--- src/rtl/i2c_bm_pkg.sv ---
package i2c_bm_pkg;

  typedef enum logic [1:0] {
    CMD_START = 2'd0,
    CMD_STOP  = 2'd1,
    CMD_WRITE = 2'd2,
    CMD_READ  = 2'd3
  } cmd_e;

  typedef enum logic [4:0] {
    PH_IDLE,
    PH_ST_BUF, PH_ST_HOLD, PH_ST_LOW,
    PH_SP_PRE, PH_SP_SETUP, PH_SP_REL,
    PH_W_SET, PH_W_HIGH, PH_W_LOW,
    PH_WA_LOW, PH_WA_HIGH, PH_WA_TAIL,
    PH_R_PRE, PH_R_HIGH, PH_R_LOW,
    PH_RA_SET, PH_RA_HIGH, PH_RA_LOW, PH_RA_REL
  } phase_e;

  // ceil(ns * hz / 1e9), never below one cycle
  function automatic int unsigned ns_to_cyc(input longint unsigned hz, input longint unsigned ns);
    longint unsigned c;
    c = (ns * hz + 64'd999_999_999) / 64'd1_000_000_000;
    if (c < 64'd1) c = 64'd1;
    return c[31:0];
  endfunction

  function automatic int unsigned max2(input int unsigned a, input int unsigned b);
    return (a > b) ? a : b;
  endfunction

endpackage

--- src/rtl/i2c_bm_sync.sv ---
module i2c_bm_sync #(
  parameter int unsigned STAGES = 2
) (
  input  logic clk_i,
  input  logic rst_ni,
  input  logic d_i,
  output logic q_o
);
  logic [STAGES-1:0] sr_q;

  generate
    if (STAGES == 1) begin : g_one
      always_ff @(posedge clk_i or negedge rst_ni)
        if (!rst_ni) sr_q <= '1;
        else         sr_q <= d_i;
    end else begin : g_many
      always_ff @(posedge clk_i or negedge rst_ni)
        if (!rst_ni) sr_q <= '1;
        else         sr_q <= {sr_q[STAGES-2:0], d_i};
    end
  endgenerate

  assign q_o = sr_q[STAGES-1];
endmodule

--- src/rtl/i2c_bm_timer.sv ---
module i2c_bm_timer #(
  parameter int unsigned W = 8
) (
  input  logic         clk_i,
  input  logic         rst_ni,
  input  logic         load_i,
  input  logic [W-1:0] len_i,
  output logic         zero_o
);
  logic [W-1:0] cnt_q;

  always_ff @(posedge clk_i or negedge rst_ni) begin
    if (!rst_ni)            cnt_q <= '0;
    else if (load_i)        cnt_q <= len_i - W'(1);
    else if (cnt_q != '0)   cnt_q <= cnt_q - W'(1);
  end

  assign zero_o = (cnt_q == '0);
endmodule

--- src/rtl/i2c_byte_master.sv ---
module i2c_byte_master import i2c_bm_pkg::*; #(
  parameter int unsigned CLK_HZ      = 10_000_000,
  parameter int unsigned T_BUF_CYC   = ns_to_cyc(CLK_HZ, 4700),
  parameter int unsigned T_HDSTA_CYC = ns_to_cyc(CLK_HZ, 4000),
  parameter int unsigned T_LOW_CYC   = ns_to_cyc(CLK_HZ, 4700),
  parameter int unsigned T_HIGH_CYC  = ns_to_cyc(CLK_HZ, 4000),
  parameter int unsigned T_SUSTO_CYC = ns_to_cyc(CLK_HZ, 4000),
  parameter int unsigned T_SUDAT_CYC = ns_to_cyc(CLK_HZ, 250),
  parameter int unsigned SYNC_STAGES = 2
) (
  input  logic       clk_i,
  input  logic       rst_ni,
  input  logic       cmd_valid_i,
  input  logic [1:0] cmd_i,
  input  logic [7:0] wdata_i,
  input  logic       stop_i,
  input  logic       last_i,
  input  logic       sda_i,
  output logic       scl_drive_o,
  output logic       sda_drive_o,
  output logic       busy_o,
  output logic       done_o,
  output logic       ack_o,
  output logic [7:0] rdata_o
);
  localparam int unsigned T_MAX = max2(max2(max2(T_BUF_CYC, T_HDSTA_CYC), max2(T_LOW_CYC, T_HIGH_CYC)),
                                       max2(T_SUSTO_CYC, T_SUDAT_CYC));
  localparam int CW = $clog2(T_MAX + 1);

  phase_e      phase_q, phase_d;
  logic [7:0]  tx_q, rx_q;
  logic [2:0]  bit_q;
  logic        stop_q, last_q, ack_q, done_q;
  logic        scl_q, sda_q, scl_d, sda_d;
  logic        sda_s, tmr_zero, accept, step, load, wbit;
  logic [CW-1:0] len_d;

  i2c_bm_sync #(.STAGES(SYNC_STAGES)) u_sync (
    .clk_i(clk_i), .rst_ni(rst_ni), .d_i(sda_i), .q_o(sda_s)
  );

  i2c_bm_timer #(.W(CW)) u_timer (
    .clk_i(clk_i), .rst_ni(rst_ni), .load_i(load), .len_i(len_d), .zero_o(tmr_zero)
  );

  assign accept = cmd_valid_i && (phase_q == PH_IDLE);
  assign step   = (phase_q != PH_IDLE) && tmr_zero;
  assign load   = accept || (step && (phase_d != PH_IDLE));
  // data bit presented during the upcoming write sub-phase
  assign wbit   = accept ? wdata_i[7] : ((phase_q == PH_W_LOW) ? tx_q[6] : tx_q[7]);

  always_comb begin
    phase_d = phase_q;
    if (accept) begin
      unique case (cmd_e'(cmd_i))
        CMD_START: phase_d = PH_ST_BUF;
        CMD_STOP:  phase_d = PH_SP_PRE;
        CMD_WRITE: phase_d = PH_W_SET;
        default:   phase_d = PH_R_PRE;
      endcase
    end else if (step) begin
      unique case (phase_q)
        PH_ST_BUF:   phase_d = PH_ST_HOLD;
        PH_ST_HOLD:  phase_d = PH_ST_LOW;
        PH_ST_LOW:   phase_d = PH_IDLE;
        PH_SP_PRE:   phase_d = PH_SP_SETUP;
        PH_SP_SETUP: phase_d = PH_SP_REL;
        PH_SP_REL:   phase_d = PH_IDLE;
        PH_W_SET:    phase_d = PH_W_HIGH;
        PH_W_HIGH:   phase_d = PH_W_LOW;
        PH_W_LOW:    phase_d = (bit_q == 3'd0) ? PH_WA_LOW : PH_W_SET;
        PH_WA_LOW:   phase_d = PH_WA_HIGH;
        PH_WA_HIGH:  phase_d = PH_WA_TAIL;
        PH_WA_TAIL:  phase_d = stop_q ? PH_SP_PRE : PH_IDLE;
        PH_R_PRE:    phase_d = PH_R_HIGH;
        PH_R_HIGH:   phase_d = PH_R_LOW;
        PH_R_LOW:    phase_d = (bit_q == 3'd0) ? PH_RA_SET : PH_R_HIGH;
        PH_RA_SET:   phase_d = PH_RA_HIGH;
        PH_RA_HIGH:  phase_d = PH_RA_LOW;
        PH_RA_LOW:   phase_d = PH_RA_REL;
        PH_RA_REL:   phase_d = (stop_q && last_q) ? PH_SP_PRE : PH_IDLE;
        default:     phase_d = PH_IDLE;
      endcase
    end
  end

  // line levels (1 = pull low) and length of the phase being entered
  always_comb begin
    scl_d = scl_q;
    sda_d = sda_q;
    len_d = CW'(1);
    unique case (phase_d)
      PH_ST_BUF:   begin scl_d = 1'b0; sda_d = 1'b0;    len_d = CW'(T_BUF_CYC);   end
      PH_ST_HOLD:  begin scl_d = 1'b0; sda_d = 1'b1;    len_d = CW'(T_HDSTA_CYC); end
      PH_ST_LOW:   begin scl_d = 1'b1; sda_d = 1'b1;    len_d = CW'(T_LOW_CYC);   end
      PH_SP_PRE:   begin scl_d = 1'b1; sda_d = 1'b1;    len_d = CW'(T_SUDAT_CYC); end
      PH_SP_SETUP: begin scl_d = 1'b0; sda_d = 1'b1;    len_d = CW'(T_SUSTO_CYC); end
      PH_SP_REL:   begin scl_d = 1'b0; sda_d = 1'b0;    len_d = CW'(1);           end
      PH_W_SET:    begin scl_d = 1'b1; sda_d = ~wbit;   len_d = CW'(T_SUDAT_CYC); end
      PH_W_HIGH:   begin scl_d = 1'b0; sda_d = ~wbit;   len_d = CW'(T_HIGH_CYC);  end
      PH_W_LOW:    begin scl_d = 1'b1; sda_d = ~wbit;   len_d = CW'(T_LOW_CYC);   end
      PH_WA_LOW:   begin scl_d = 1'b1; sda_d = 1'b0;    len_d = CW'(T_LOW_CYC);   end
      PH_WA_HIGH:  begin scl_d = 1'b0; sda_d = 1'b0;    len_d = CW'(T_HIGH_CYC);  end
      PH_WA_TAIL:  begin scl_d = 1'b1; sda_d = 1'b0;    len_d = CW'(T_LOW_CYC);   end
      PH_R_PRE:    begin scl_d = 1'b1; sda_d = 1'b0;    len_d = CW'(T_SUDAT_CYC); end
      PH_R_HIGH:   begin scl_d = 1'b0; sda_d = 1'b0;    len_d = CW'(T_HIGH_CYC);  end
      PH_R_LOW:    begin scl_d = 1'b1; sda_d = 1'b0;    len_d = CW'(T_LOW_CYC);   end
      PH_RA_SET:   begin scl_d = 1'b1; sda_d = ~last_q; len_d = CW'(T_SUDAT_CYC); end
      PH_RA_HIGH:  begin scl_d = 1'b0; sda_d = ~last_q; len_d = CW'(T_HIGH_CYC);  end
      PH_RA_LOW:   begin scl_d = 1'b1; sda_d = ~last_q; len_d = CW'(T_LOW_CYC);   end
      PH_RA_REL:   begin scl_d = 1'b1; sda_d = 1'b0;    len_d = CW'(T_LOW_CYC);   end
      default:     ;
    endcase
  end

  always_ff @(posedge clk_i or negedge rst_ni) begin
    if (!rst_ni) begin
      phase_q <= PH_IDLE;
      scl_q   <= 1'b0;
      sda_q   <= 1'b0;
      tx_q    <= '0;
      rx_q    <= '0;
      bit_q   <= '0;
      stop_q  <= 1'b0;
      last_q  <= 1'b0;
      ack_q   <= 1'b0;
      done_q  <= 1'b0;
    end else begin
      phase_q <= phase_d;
      done_q  <= step && (phase_d == PH_IDLE);
      if (load) begin
        scl_q <= scl_d;
        sda_q <= sda_d;
      end
      if (accept) begin
        tx_q   <= wdata_i;
        bit_q  <= 3'd7;
        stop_q <= stop_i;
        last_q <= last_i;
      end else if (step) begin
        if (phase_q == PH_W_LOW) tx_q <= {tx_q[6:0], 1'b0};
        if (phase_q == PH_W_LOW || phase_q == PH_R_LOW) bit_q <= bit_q - 3'd1;
        if (phase_q == PH_R_HIGH) rx_q <= {rx_q[6:0], sda_s};
        if (phase_q == PH_WA_HIGH) ack_q <= ~sda_s;
      end
    end
  end

  assign scl_drive_o = scl_q;
  assign sda_drive_o = sda_q;
  assign busy_o      = (phase_q != PH_IDLE);
  assign done_o      = done_q;
  assign ack_o       = ack_q;
  assign rdata_o     = rx_q;
endmodule

--- config.mk ---
export PLATFORM = sky130hd
export DESIGN_NAME = i2c_byte_master
export DESIGN_NICKNAME = d
export VERILOG_FILES = /design/src/rtl/i2c_bm_pkg.sv /design/src/rtl/i2c_bm_sync.sv /design/src/rtl/i2c_bm_timer.sv /design/src/rtl/i2c_byte_master.sv
export SDC_FILE = /design/constraint.sdc
export NUM_CORES = 1
export LEC_CHECK = 0
export ABC_AREA = 0
export BUFFER_PORTS_ARGS = -buffer_cell sky130_fd_sc_hd__buf_2
export CORE_ASPECT_RATIO = 0.8
export CORE_MARGIN = 2
export CORE_UTILIZATION = 45
export DETAILED_ROUTE_END_ITERATION = 16
export GPL_ROUTABILITY_DRIVEN = 0
export SLEW_MARGIN = 5
export SYNTH_ARGS = -nofsm -noshare
export SYNTH_HDL_FRONTEND = slang
export SYNTH_SLANG_ARGS = --single-unit
--- constraint.sdc ---
create_clock -name clk_i -period 3.38 [get_ports clk_i]
set_clock_uncertainty 0.1 [all_clocks]
set_input_delay 0.507 -clock clk_i [delete_from_list [all_inputs] [get_ports clk_i]]
set_output_delay 0.507 -clock clk_i [all_outputs]
set_load 0.02 [all_outputs]
==> metrics <==
status completed; CP bufs+invs 2; Sw Share 0.205; post-layout instance area ~3000 µm²; clock slew seen by the registers of the worst setup and hold paths 0.08 ns; post-route fraction of the period consumed by the critical path 0.941; synthesized area divided by synthesized cell count 9.34 µm²; sequential-to-total area share from yosys stat 0.378; max-slew violation total from the final report 0; number of levels the H-tree was split into 2; TritonRoute pass-1 iters 5; area of the placeable core roughly 5400 µm²; Die Outline Area 6220 µm²; arrival time of the worst setup path roughly 3.3 ns; proportion of power drawn by combinational gates 0.021; placement-stage worst setup slack -0.0212 ns; net count reported at finish 336; clk_lat worst skew 0.30 ns; Post-Route M1 WL ~3100 µm; Slew @ Worst Pin 0.823 ns; Horiz. Die Dim 87.7 µm; Post-DP HPWL 4530 µm; Peak Freq about 310 MHz; quantity of I/O buffers inserted on ports 28; count of flip-flops with a built-in enable after synthesis 0; fraction of final layout cells sized beyond drive strength 1 0.333; count of maximum capacitance violations 0; storage element area 958 µm²; area after detailed placement approximately 2900 µm²; remaining antenna violation count 0; final wirelength about 6200 µm; largest fanout of any net on the critical path 12; share of power burned in registers 0.478; number of global-route vias before repair roughly 2.1k; post-synth design cell area 2520 µm²; post-synth top area cell sky130_fd_sc_hd__dfrtp_1; Synth Register Bits 38; maximum number of pins on one net before global-route repair 39; overall fraction of global-route tracks in use 0.210; final number of hold-violating endpoints 0; post-layout min period 3.18 ns; Lkg Pwr 1.44 nW; clock sinks 38; share of the synthesized area in the top cell type 0.357; Root Driver sky130_fd_sc_hd__clkbuf_8; internal power about 760 µW; area used by multi-input combinational logic around 1500 µm²; CTS buffer count 5; Clock Tree Buf Depth 2; Cell Pwr Density about 310 nW/µm²; # fillers 487; critical path launch point type flop; warning count from the yosys run 0; Clock Power Share 0.501; hold buffer count at cts 0; CP Capture Type flop; Die Height 71.0 µm; prevailing post-synth register cell sky130_fd_sc_hd__dfrtp_1; drt wl/cell 15.6 µm; number of standard-cell rows in the floorplan 24; Area Overhead vs Synth 21.9%; antenna cells 0; Netlist cell types 75; leftover overflow at the end of global routing 0; IO Count 29; Crit path largest cell delay 0.53 ns; top metal layer carrying routed signals met4; Initial Util 0.464; TritonCTS clock tree built; initial antenna violation count 0; slew margin rel. 0.451; worst-case vdd ir drop 171 µV; cell count after synthesis 270; Synthesized Nets 289; routed vias around 2.2k; Final setup violation count 0; total design power 956 µW; cells taking the most area after synthesis sky130_fd_sc_hd__dfrtp_1 (36%), sky130_fd_sc_hd__nand2_1 (4.8%), sky130_fd_sc_hd__mux2_2 (4.0%); least setup slack across all paths after layout 0.201 ns; total met3 wirelength after detailed routing 286 µm; DRC violations left 0; proportion of synthesized flip-flops having asynchronous set or reset 1.00; first-pass GRT wire length 10,300 µm; WL met2 2740 µm; final design utilization 0.566; via density per instance 5.67; chain of cells forming the critical path nor2b_4 > a32o_2 > or2_4 > o31a_1 > clkinv_4 > buf_4 > o211ai_1 > a22o_1 > nor4_4 > nor4b_2 > a211oi_2; critical path data required time ~3.5 ns; First DRT Iteration DRCs 209; top cell family by delay on the critical path compound AO/OA/AOI/OAI gates; HP Class in -> async; highest-delay cell along the critical path sky130_fd_sc_hd__dfrtp_1; total net switching power 196 µW; Worst Path Class, Setup reg -> reg
## routing by layer
metal  up-vias  GRT usage
li1       1093          -
met1      1086      0.325
met2        59      0.301
met3         7     0.0385
met4         0     0.0598
met5         -          0
## Yosys cell counts (4+ instances only)
library cell,instances
sky130_fd_sc_hd__o21ai_0,14
sky130_fd_sc_hd__and2_1,6
sky130_fd_sc_hd__xnor2_1,6
sky130_fd_sc_hd__buf_2,8
sky130_fd_sc_hd__nor3_1,5
sky130_fd_sc_hd__mux2i_1,6
sky130_fd_sc_hd__and3_1,4
sky130_fd_sc_hd__nor4b_1,5
sky130_fd_sc_hd__a21oi_1,12
sky130_fd_sc_hd__nor2_1,18
sky130_fd_sc_hd__nand2_1,32
sky130_fd_sc_hd__mux2_2,9
sky130_fd_sc_hd__inv_1,8
sky130_fd_sc_hd__o211ai_1,5
sky130_fd_sc_hd__dfrtp_1,36
sky130_fd_sc_hd__nand3_1,8
## flip-flops by register name (all words and copies together) (netlist names)
signal	flops
u_sync.sr_q	2
phase_q	5
u_timer.cnt_q	6
tx_q	8
ack_o	1
bit_q	3
last_q	1
scl_drive_o	1
sda_drive_o	1
stop_q	1
rdata_o	8
done_o	1
## cells by family after synthesis
family / Yosys count / synth area share
AND/OR/NAND/NOR: 104 / 0.235
AO/OA/AOI/OAI: 76 / 0.227
flip-flops: 38 / 0.378
buffers and inverters: 27 / 0.0570
multiplexers: 15 / 0.0640
XOR/XNOR: 7 / 0.0243
adder cells (fa/ha/maj): 3 / 0.0149
## power by group through the flow
stage / logic [mW] / registers, mW / clock network (mW)
2_1_floorplan: 0.00225 / 0.466 / 0
3_3_place_gp: 0.0210 / 0.466 / 0
3_5_place_dp: 0.0212 / 0.466 / 0
4_1_cts: 0.0212 / 0.457 / 0.486
5_1_grt: 0.0235 / 0.457 / 0.501
6_report: 0.0201 / 0.457 / 0.479
## final cells by class
class                           instances  area share
Multi-Input combinational cell        205       0.484
Sequential cell                        38       0.312
Timing Repair Buffer                   55       0.112
Tap cell                               78      0.0317
Clock buffer                            5      0.0224
Clock inverter                          3      0.0224
Inverter                               12      0.0167
## through the flow
step | hold slack [ns] | std cells | setup TNS, ns
2_1_floorplan | 0.111 | 270 | 0
3_3_place_gp | 0.247 | 386 | -0.0560
3_5_place_dp | 0.251 | 386 | -0.0212
4_1_cts | 0.199 | 394 | 0
5_1_grt | 0.195 | 396 | -0.00338
6_report | 0.197 | 396 | 0
## worst reg2reg max path, stage by stage, from the launching register on
cell and delay (ns):
sky130_fd_sc_hd__dfrtp_1 0.53, sky130_fd_sc_hd__nor2b_4 0.21, sky130_fd_sc_hd__a32o_2 0.31, sky130_fd_sc_hd__or2_4 0.28, sky130_fd_sc_hd__o31a_1 0.42, sky130_fd_sc_hd__clkinv_4 0.09
sky130_fd_sc_hd__buf_4 0.12, sky130_fd_sc_hd__o211ai_1 0.08, sky130_fd_sc_hd__a22o_1 0.27, sky130_fd_sc_hd__nor4_4 0.40, sky130_fd_sc_hd__nor4b_2 0.11, sky130_fd_sc_hd__a211oi_2 0.19
## path summary, 6_finish.rpt
check / to / slack, ns / cells past startpoint / start
max in group asynchronous: phase_q[3] / 2.41 / 1 / rst_ni
worst max register to register: u_timer.cnt_q[3] / 0.20 / 11 / phase_q[2]
min in group clk_i: u_sync.sr_q[0] / 0.20 / 1 / sda_i
worst min register to register: u_sync.sr_q[1] / 0.26 / 0 / u_sync.sr_q[0]
worst min-delay path: tx_q[0] / 0.20 / 1 / rst_ni
worst max-delay path: u_timer.cnt_q[3] / 0.20 / 11 / phase_q[2]
## what timing repair did
action / CTS / global route
resized for setup: 1 / 14
pin swaps: 0 / 3
endpoints found under the setup margin: 1 / 4
buffers inserted: 0 / 2
## placed cells by master (no fill, tap or decap), drive strengths merged, types with 6 or more instances in the layout
cell type	synthesis	final
buf	13	55
dfrtp	36	36
nand2	32	32
nor2	20	20
o21ai	15	15
a21oi	13	13
inv	10	10
mux2	9	9
nand3	8	8
nor3	7	7
xnor2	6	6
and2	6	6
mux2i	6	6
(Power assumes the default switching activity.)
